===== src/rtl/pcb_pkg.sv =====
package pcb_pkg;

    localparam int REG_W    = 32;
    localparam int HALF_W   = REG_W / 2;
    localparam int RUN_BIT  = 0;
    localparam int HALF_LSB = 1;

    typedef enum logic [1:0] {
        SEL_NONE,
        SEL_GLOBAL,
        SEL_COUNTER,
        SEL_EVCTL
    } sel_kind_e;

    // State of one physical counter: running value, holding register, pending mark
    typedef struct packed {
        logic [REG_W-1:0] live;
        logic [REG_W-1:0] hold;
        logic             pend;
    } slice_t;

    function automatic sel_kind_e decode_page(input logic [1:0] page, input logic offset_zero);
        case (page)
            2'd0:    return offset_zero ? SEL_GLOBAL : SEL_NONE;
            2'd1:    return SEL_COUNTER;
            2'd2:    return SEL_EVCTL;
            default: return SEL_NONE;
        endcase
    endfunction

    // One counting step; halves are independent when split
    function automatic logic [REG_W-1:0] bump(input logic [REG_W-1:0] v, input logic split,
                                             input logic ev_hi, input logic ev_lo);
        if (split)
            return {v[REG_W-1:HALF_W] + HALF_W'(ev_hi), v[HALF_W-1:0] + HALF_W'(ev_lo)};
        return v + REG_W'(ev_hi);
    endfunction

    // New holding value for a write; a split write keeps the other half
    function automatic logic [REG_W-1:0] merge_write(input logic [REG_W-1:0] view,
                                                    input logic [REG_W-1:0] data,
                                                    input logic split, input logic low);
        if (!split)
            return data;
        if (low)
            return {view[REG_W-1:HALF_W], data[HALF_W-1:0]};
        return {data[HALF_W-1:0], view[HALF_W-1:0]};
    endfunction

    function automatic logic [REG_W-1:0] half_view(input logic [REG_W-1:0] v, input logic split,
                                                  input logic low);
        if (!split)
            return v;
        if (low)
            return {{HALF_W{1'b0}}, v[HALF_W-1:0]};
        return {{HALF_W{1'b0}}, v[REG_W-1:HALF_W]};
    endfunction

endpackage


===== src/rtl/pcb_regs.sv =====
module pcb_regs
    import pcb_pkg::*;
#(
    parameter  int NUM_PHYS = 4,
    localparam int NUM_LOG  = 2 * NUM_PHYS,
    localparam int IDXW     = $clog2(NUM_LOG),
    localparam int ADDR_W   = IDXW + 2
) (
    input  logic              clk,
    input  logic              rst,
    input  logic              reg_wr,
    input  logic [ADDR_W-1:0] reg_addr,
    input  logic [REG_W-1:0]  wdata,
    output sel_kind_e         kind_o,
    output logic [REG_W-1:0]  glob_o,
    output logic [REG_W-1:0]  evctl_rd_o,
    output logic              commit_o,
    output logic              cnt_wr_o
);

    localparam logic [REG_W-1:0] CTRL_MASK = REG_W'((64'd1 << (NUM_PHYS + 1)) - 64'd1);

    logic [REG_W-1:0] glob_q;
    logic [REG_W-1:0] evctl_q [NUM_LOG];
    logic [IDXW-1:0]  idx;

    assign idx    = reg_addr[IDXW-1:0];
    assign kind_o = decode_page(reg_addr[ADDR_W-1:IDXW], idx == '0);

    always_ff @(posedge clk) begin
        if (rst) begin
            glob_q <= '0;
            for (int i = 0; i < NUM_LOG; i++)
                evctl_q[i] <= '0;
        end else if (reg_wr) begin
            case (kind_o)
                SEL_GLOBAL: glob_q       <= wdata & CTRL_MASK;
                SEL_EVCTL:  evctl_q[idx] <= wdata;
                default: ;
            endcase
        end
    end

    assign glob_o     = glob_q;
    assign evctl_rd_o = evctl_q[idx];
    assign commit_o   = reg_wr && (kind_o == SEL_GLOBAL) && wdata[RUN_BIT];
    assign cnt_wr_o   = reg_wr && (kind_o == SEL_COUNTER);

endmodule


===== src/rtl/pcb_slice.sv =====
module pcb_slice
    import pcb_pkg::*;
(
    input  logic             clk,
    input  logic             rst,
    input  logic             run,
    input  logic             split,
    input  logic             commit,
    input  logic             wr,
    input  logic             wr_low,
    input  logic [REG_W-1:0] wdata,
    input  logic             ev_hi,
    input  logic             ev_lo,
    output slice_t           st_o,
    output logic [REG_W-1:0] view_o
);

    slice_t st_q;

    // A pending write is newer than the live count
    assign view_o = st_q.pend ? st_q.hold : st_q.live;

    always_ff @(posedge clk) begin
        if (rst) begin
            st_q <= '0;
        end else begin
            if (wr) begin
                st_q.hold <= merge_write(view_o, wdata, split, wr_low);
                if (!run)
                    st_q.pend <= 1'b1;
            end
            if (commit) begin
                st_q.live <= st_q.hold;
                st_q.pend <= 1'b0;
            end else if (run) begin
                st_q.live <= bump(st_q.live, split, ev_hi, ev_lo);
            end
        end
    end

    assign st_o = st_q;

endmodule


===== src/rtl/pcb_top.sv =====
module pcb_top
    import pcb_pkg::*;
#(
    parameter  int NUM_PHYS = 4,
    localparam int NUM_LOG  = 2 * NUM_PHYS,
    localparam int IDXW     = $clog2(NUM_LOG),
    localparam int ADDR_W   = IDXW + 2,
    localparam int BUS_W    = 2 * REG_W
) (
    input  logic               clk,
    input  logic               rst,
    input  logic               reg_wr,
    input  logic [ADDR_W-1:0]  reg_addr,
    input  logic [BUS_W-1:0]   reg_wdata,
    output logic [BUS_W-1:0]   reg_rdata,
    input  logic [NUM_LOG-1:0] event_in
);

    localparam int PIDX_W = IDXW - 1;

    sel_kind_e                 kind_w;
    logic [REG_W-1:0]          glob_w;
    logic [REG_W-1:0]          evctl_rd_w;
    logic                      commit_w;
    logic                      cnt_wr_w;
    logic                      run_w;
    logic [PIDX_W-1:0]         phys_sel;
    logic                      low_sel;
    logic [REG_W-1:0]          wval;
    logic                      unused_low_word;
    logic [REG_W-1:0]          view_arr [NUM_PHYS];
    logic [NUM_PHYS-1:0]       pend_vec;
    logic [NUM_PHYS*REG_W-1:0] live_flat;
    logic [NUM_PHYS*REG_W-1:0] latch_flat;
    logic [REG_W-1:0]          rd_word;

    assign wval            = reg_wdata[BUS_W-1:REG_W];
    assign unused_low_word = ^reg_wdata[REG_W-1:0];
    assign phys_sel        = reg_addr[PIDX_W-1:0];
    assign low_sel         = reg_addr[PIDX_W];
    assign run_w           = glob_w[RUN_BIT];

    pcb_regs #(.NUM_PHYS(NUM_PHYS)) u_regs (
        .clk        (clk),
        .rst        (rst),
        .reg_wr     (reg_wr),
        .reg_addr   (reg_addr),
        .wdata      (wval),
        .kind_o     (kind_w),
        .glob_o     (glob_w),
        .evctl_rd_o (evctl_rd_w),
        .commit_o   (commit_w),
        .cnt_wr_o   (cnt_wr_w)
    );

    for (genvar gp = 0; gp < NUM_PHYS; gp++) begin : g_slice
        slice_t st;
        pcb_slice u_slice (
            .clk    (clk),
            .rst    (rst),
            .run    (run_w),
            .split  (glob_w[HALF_LSB + gp]),
            .commit (commit_w),
            .wr     (cnt_wr_w && (phys_sel == PIDX_W'(gp))),
            .wr_low (low_sel),
            .wdata  (wval),
            .ev_hi  (event_in[gp]),
            .ev_lo  (event_in[gp + NUM_PHYS]),
            .st_o   (st),
            .view_o (view_arr[gp])
        );
        assign pend_vec[gp]                  = st.pend;
        assign live_flat[gp*REG_W +: REG_W]  = st.live;
        assign latch_flat[gp*REG_W +: REG_W] = st.hold;
    end

    always_comb begin
        case (kind_w)
            SEL_GLOBAL:  rd_word = glob_w;
            SEL_COUNTER: rd_word = half_view(view_arr[phys_sel], glob_w[HALF_LSB + int'(phys_sel)],
                                             low_sel);
            SEL_EVCTL:   rd_word = evctl_rd_w;
            default:     rd_word = '0;
        endcase
    end

    assign reg_rdata = {rd_word, {REG_W{1'b0}}};

endmodule


===== config.mk =====
export PLATFORM = sky130hd
export DESIGN_NAME = pcb_top
export DESIGN_NICKNAME = d
export VERILOG_FILES = /design/src/rtl/pcb_pkg.sv /design/src/rtl/pcb_regs.sv /design/src/rtl/pcb_slice.sv /design/src/rtl/pcb_top.sv
export SDC_FILE = /design/constraint.sdc
export NUM_CORES = 1
export LEC_CHECK = 0
export BUFFER_PORTS_ARGS = -buffer_cell sky130_fd_sc_hd__buf_2
export CORE_AREA = 8 8 216 239
export CTS_BUF_LIST = sky130_fd_sc_hd__clkbuf_4 sky130_fd_sc_hd__clkbuf_8
export CTS_CLUSTER_DIAMETER = 50
export DETAILED_ROUTE_END_ITERATION = 10
export DIE_AREA = 0 0 224 247
export GPL_ROUTABILITY_DRIVEN = 0
export HOLD_SLACK_MARGIN = 0.05
export PLACE_DENSITY = 0.88
export SETUP_SLACK_MARGIN = 0.02
export SLEW_MARGIN = 20
export SYNTH_ARGS = -nofsm -noshare
export SYNTH_HDL_FRONTEND = slang
export SYNTH_SLANG_ARGS = --single-unit
export TNS_END_PERCENT = 1

===== constraint.sdc =====
create_clock -name clk -period 7.75 [get_ports clk]
set_input_delay 0.3875 -clock clk [delete_from_list [all_inputs] [get_ports clk]]
set_output_delay 0.3875 -clock clk [all_outputs]
set_load 0.02 [all_outputs]

---- Word level (Yosys, flattened, before mapping) ----
Memory sizes are Yosys's and may differ from the RTL's.
Index checks and enable logic that the tools add are counted.
cells by class
  equal/unequal tests ..................... 8
  $lt $le $gt $ge ......................... 2
  muxes and demuxes ....................... 103
  add/subtract/negate cells ............... 13
  bitwise operators ....................... 2
  reductions and logical operators ........ 18
operators by type and width
  cell                   count
  $mux W32               43
  $add A16 B1 Y16        8
  $add A32 B1 Y32        4
  $pmux W32 S3           1
  $bmux W32 S2           1
  $mux W1                55
  $reduce_or A32 Y1      1
  $eq A2 B2 Y1 const B   5
  $reduce_and A2 Y1      5
  $logic_and A1 B1 Y1    7
  $eq A2 B1 Y1 const B   3
  $lt A3 B6 Y1 const B   1
  $pmux W2 S3            1
  $bmux W1 S5            1
  $logic_not A2 Y1       2
  $add A1 B2 Y3 const A  1
  $ge A3 B3 Y1 const B   1
  $logic_not A3 Y1       1
  $mux W3                1
  $not A2 Y3             1
  $reduce_bool A2 Y1     1
  $reduce_or A2 Y1       1
  $not A1 Y1             1
word-level totals
  output and inout port bits .............. 64
  memory bits (writable) .................. 256
  bits in registers ....................... 265
  bits of input ports ..................... 80
  word-level logic and storage cells ...... 160
  memories kept ........................... 1
memories
  name            depth  bits a word  read ports  clocked after memory_dff  write ports  line            text
  u_regs.evctl_q  8      32           1           0                         8            pcb_regs.sv:24  logic [REG_W-1:0] evctl_q [NUM_LOG];

---- Depth between registers and ports, before layout ----
  depth in word-level cells ............... 13
  gate-level depth with buffers ........... 12
  gate-level depth less buffers ........... 7

---- Cells and area by module ----
From an unflattened synthesis, not the netlist that was laid out.
unflattened totals
  cells, all modules ...................... 3162
  area total of the unflattened synthesis .. 30755.7 um2
by module, submodules not included
  module                              area an instance (um2)  times used  cells an instance  seq. area each (um2)
  pcb_regs                            12291.8                 1           891                7787.5
  pcb_slice (g_slice[0].u_slice ...)  4087.7                  2           511                1301.2
  pcb_slice (g_slice[1].u_slice ...)  4080.2                  2           512                1301.2
  pcb_top                             2128.3                  1           225                0.0

---- Least setup slack after synthesis ----
OpenSTA, ideal clock, no wires.
  kind .................................... in2out
  start ................................... input port reg_addr[0]
  end ..................................... output port reg_rdata[38]
  arrival ................................. 3.628 ns
  required time ........................... 7.363 ns
  setup slack ............................. 3.735 ns
  stages .................................. 12
  cell sequence ........................... clkbuf_1 -> clkbuf_1 -> buf_1 -> inv_1 -> ha_1 -> mux4_2 -> a21oi_1 -> or2_2 -> clkbuf_1 -> clkbuf_1 -> nor2_1 -> o32ai_1
on the way
  word-level cells in the longest chain between the ends .. 9
  elaborated cells between the ends (all ways) .. 22
  those cells by class .................... 1 x add/sub; 3 x eq/ne; 15 x mux; 1 x bitwise; 1 x reduce/logical; 1 x memory
RTL lines
  item                                                                   line           text
  start, declared                                                        pcb_top.sv:13  input logic [ADDR_W-1:0] reg_addr,
  parallel branches: the longest is 8 deep, another holds $add A1 B2 Y3  -
  $pmux W32 S3 (*)                                                       pcb_top.sv:78  case (kind_w)
  end, declared                                                          pcb_top.sv:15  output logic [BUS_W-1:0] reg_rdata,
Mark *: on every way between the ends. The select of a mux whose other input is x is not followed.

---- Worst setup path in the final report ----
  start ................................... input port reg_addr[0]
  end ..................................... output port reg_rdata[36]
The elaborated chain is that of the path after synthesis.

==> impl_metrics.toml <==
[synth]
avgSynthCellArea_um2 = 9.56
synth-edff-count = 256
yosysWarnings = 0
ys_seq_area_share_pct = 46.0
synth_seq_cells = 521
syn_area_um2 = 28300
syn_inst = 2956
yosysUniqueCellTypes = 70
async_flop_share_pct = 0
ys.flop_type = "dfxtp_1"

[global_routing]
grt_pass1_wl_um = 136000
grt_pass1_vias = 23962
grt_overflow = 0
grt_max_degree = 151
antenna_found_initial = 1
grtUsageTotal_pct = 31.6

[clock_network]
clock-sinks = 521
cts_root_buf = "clkbuf_8"
clkTransAtPathRegs_ns = 0.06
cts_tree = "built"
cts_buffers = 86
htreeDepth = 3
cts_setup_buffers = 0
worst_skew_pair.late_latency_ns = 0.69
cts_resized = 0
ctsHoldBuffers = 0
clockBufferDepth = 3

[detailed_routing]
antenna_left = 0
totalWireLength_um = 90800
wl_per_cell_um = 25.1
via_per_inst = 6.93
drt_iter0_drc = 3859
drc_errors = 0
num_vias = 25010
dr.pass1.iters = 9

[flow_run]
max_cap_violations = 0

[sta]
rsz0062_at_grt = "no"
finalCritPeriodShare_pct = 62.5
skew_ns = 0.0466
setup_viol_count_final = 0
period_needed_ns = 4.84
fmax_mhz = 207
tns_ns = 0
tightestPinTransition_ns = 1.34
final_hold_viol_count = 0
report.final.slew_viol_count = 0
relSlewSlack_pct = 10.7

[floorplan]
rows = 84
coreArea_um2 = 47400
fp.dieW_um = 224
num_io_pins = 144
dieHeight_um = 247
start_util_pct = 59.6
dieArea_um2 = 55300

[layout]
nets = 3014
layout_common_cells = "nand2_1, dfxtp_1, edfxtp_1"
final_common_cell = "nand2_1"
drive_above_1_share_pct = 12.7
final_cell_area_um2 = 30500
syn2layout_area_growth_pct = 7.93
fillers = 3553

[critical_path]
slowest_delay_ns = 0.78
critPathArrivalTime_ns = 4.45
crit_required_ns = 7.36
r2r_slack_ns = 4.72
cpMostUsedCell = "buf_2"
rr_startpoint = "g_slice[0].u_slice.st_o[33]"
worstSetupEndpointType = "output port"
worstPathMaxFanout = 29
path_cells = "buf_2 -> buf_4 -> inv_1 -> ha_1 -> nand4bb_1 -> and3b_1 -> nand2b_1 -> a31o_2 -> o311ai_0 -> buf_2"
r2r-end = "g_slice[0].u_slice.st_o[61]"
startpoint_type = "input port"
r2r_cells = 8
crit_type = "input port to output port"
critical_path.slowest_cell = "and3b_1"

[placed_design]
io_buffers = 79
place_area_um2 = 28700
dp_hpwl_um = 56500

[pwr]
power_mw = 6.10
powerDensity_nw_per_um2 = 200
worst_ir_drop_vdd_mv = 0.115
leakage_nw = 10.1

[worst_hold_path]
hold_depth = 2
hp-start = "reg_wdata[54]"
worstHoldEndpoint = "u_regs.evctl_q[2][22]"
hold_class = "input port to flip-flop"

[outcome]
status = "completed"
critical path, delay by kind of cell:
| family | cells | cell delay (ns) |
|---|---|---|
| simple gates | 3 | 1.69 |
| buf+inv | 4 | 1.42 |
| compound gates | 2 | 0.63 |
| fa+ha+maj | 1 | 0.29 |
through the flow:
stage          util [%]  cells  hold slack (ns)  setup slack (ns)
6_report           64.3   3611           0.0830              2.91
2_1_floorplan         -   2987            0.445              3.73
4_1_cts            64.2   3604           0.0763              3.24
3_5_place_dp       60.6   3455            0.462              3.26
5_1_grt            64.3   3609            0.103              3.00
3_3_place_gp       60.6   3455            0.451              3.34
power breakdown:
part           total (mW)  switching [mW]  internal, mW  leakage, nW
registers            3.06          0.0651          2.99         4.58
logic               0.594           0.423         0.171         4.58
clock network        2.45            1.14          1.31        0.893
state kept, by name, indices dropped and copies added, names as in the netlist:
| name | count |
|---|---|
| g_slice.u_slice.st_o | 260 |
| u_regs.evctl_q | 256 |
| u_regs.glob_o | 5 |
area by class of cell:
type	count	area [µm²]	area share (%)
multi-input combinational	2132	14100	46.2
sequential	521	13000	42.6
clock buffer	119	1490	4.88
tap	645	807	2.65
timing repair buffer	125	759	2.49
clock inverter	30	209	0.685
inverter	37	139	0.455
antenna	2	5.00	0.0164
worst max path at each step:
stage,start,end,slack (ns),cells after the start
after global routing,reg_addr[0],reg_rdata[36],3.00,10
after global placement,reg_addr[0],reg_rdata[36],3.34,10
after CTS,reg_addr[0],reg_rdata[36],3.24,10
after floorplan,reg_addr[0],reg_rdata[38],3.73,12
final,reg_addr[0],reg_rdata[36],2.91,10
after detailed placement,reg_addr[0],reg_rdata[36],3.26,10
Yosys cell counts, types with 51 or more instances:
library cell	instances	area (µm²)
dfxtp_1	265	5310
mux2i_1	211	2110
nor3_1	76	380
clkbuf_1	214	803
and2_1	204	1280
a22oi_1	56	420
nand3_1	51	255
edfxtp_1	256	7690
nand2_1	290	1090
a21oi_1	171	856
o211ai_1	73	548
a211oi_1	106	796
nor2_1	250	938
kinds of logic (layout without fill, tap and decap cells):
group                    count (synthesis)  in the layout  synth area share (%)
AO/OA/AOI/OAI                          664            664                  16.5
XOR/XNOR                                57             57                  1.77
adder cells (fa/ha/maj)                 31             31                  1.37
buffers and inverters                  334            311                  4.95
AND/OR/NAND/NOR                       1079           1079                  18.9
multiplexers                           269            269                  10.5
flip-flops                             521            521                  46.0
other                                    1             34                0.0133
metal layers:
metal | share of wire (%) | up-vias | global-route usage, %
li1 | - | 10804 | -
met1 | 35 | 11772 | 38.5
met2 | 44 | 2019 | 48.7
met3 | 15 | 415 | 10.0
met4 | 6.0 | 0 | 19.1
met5 | 0 | - | 0
Power figures use the tool's default switching activity.
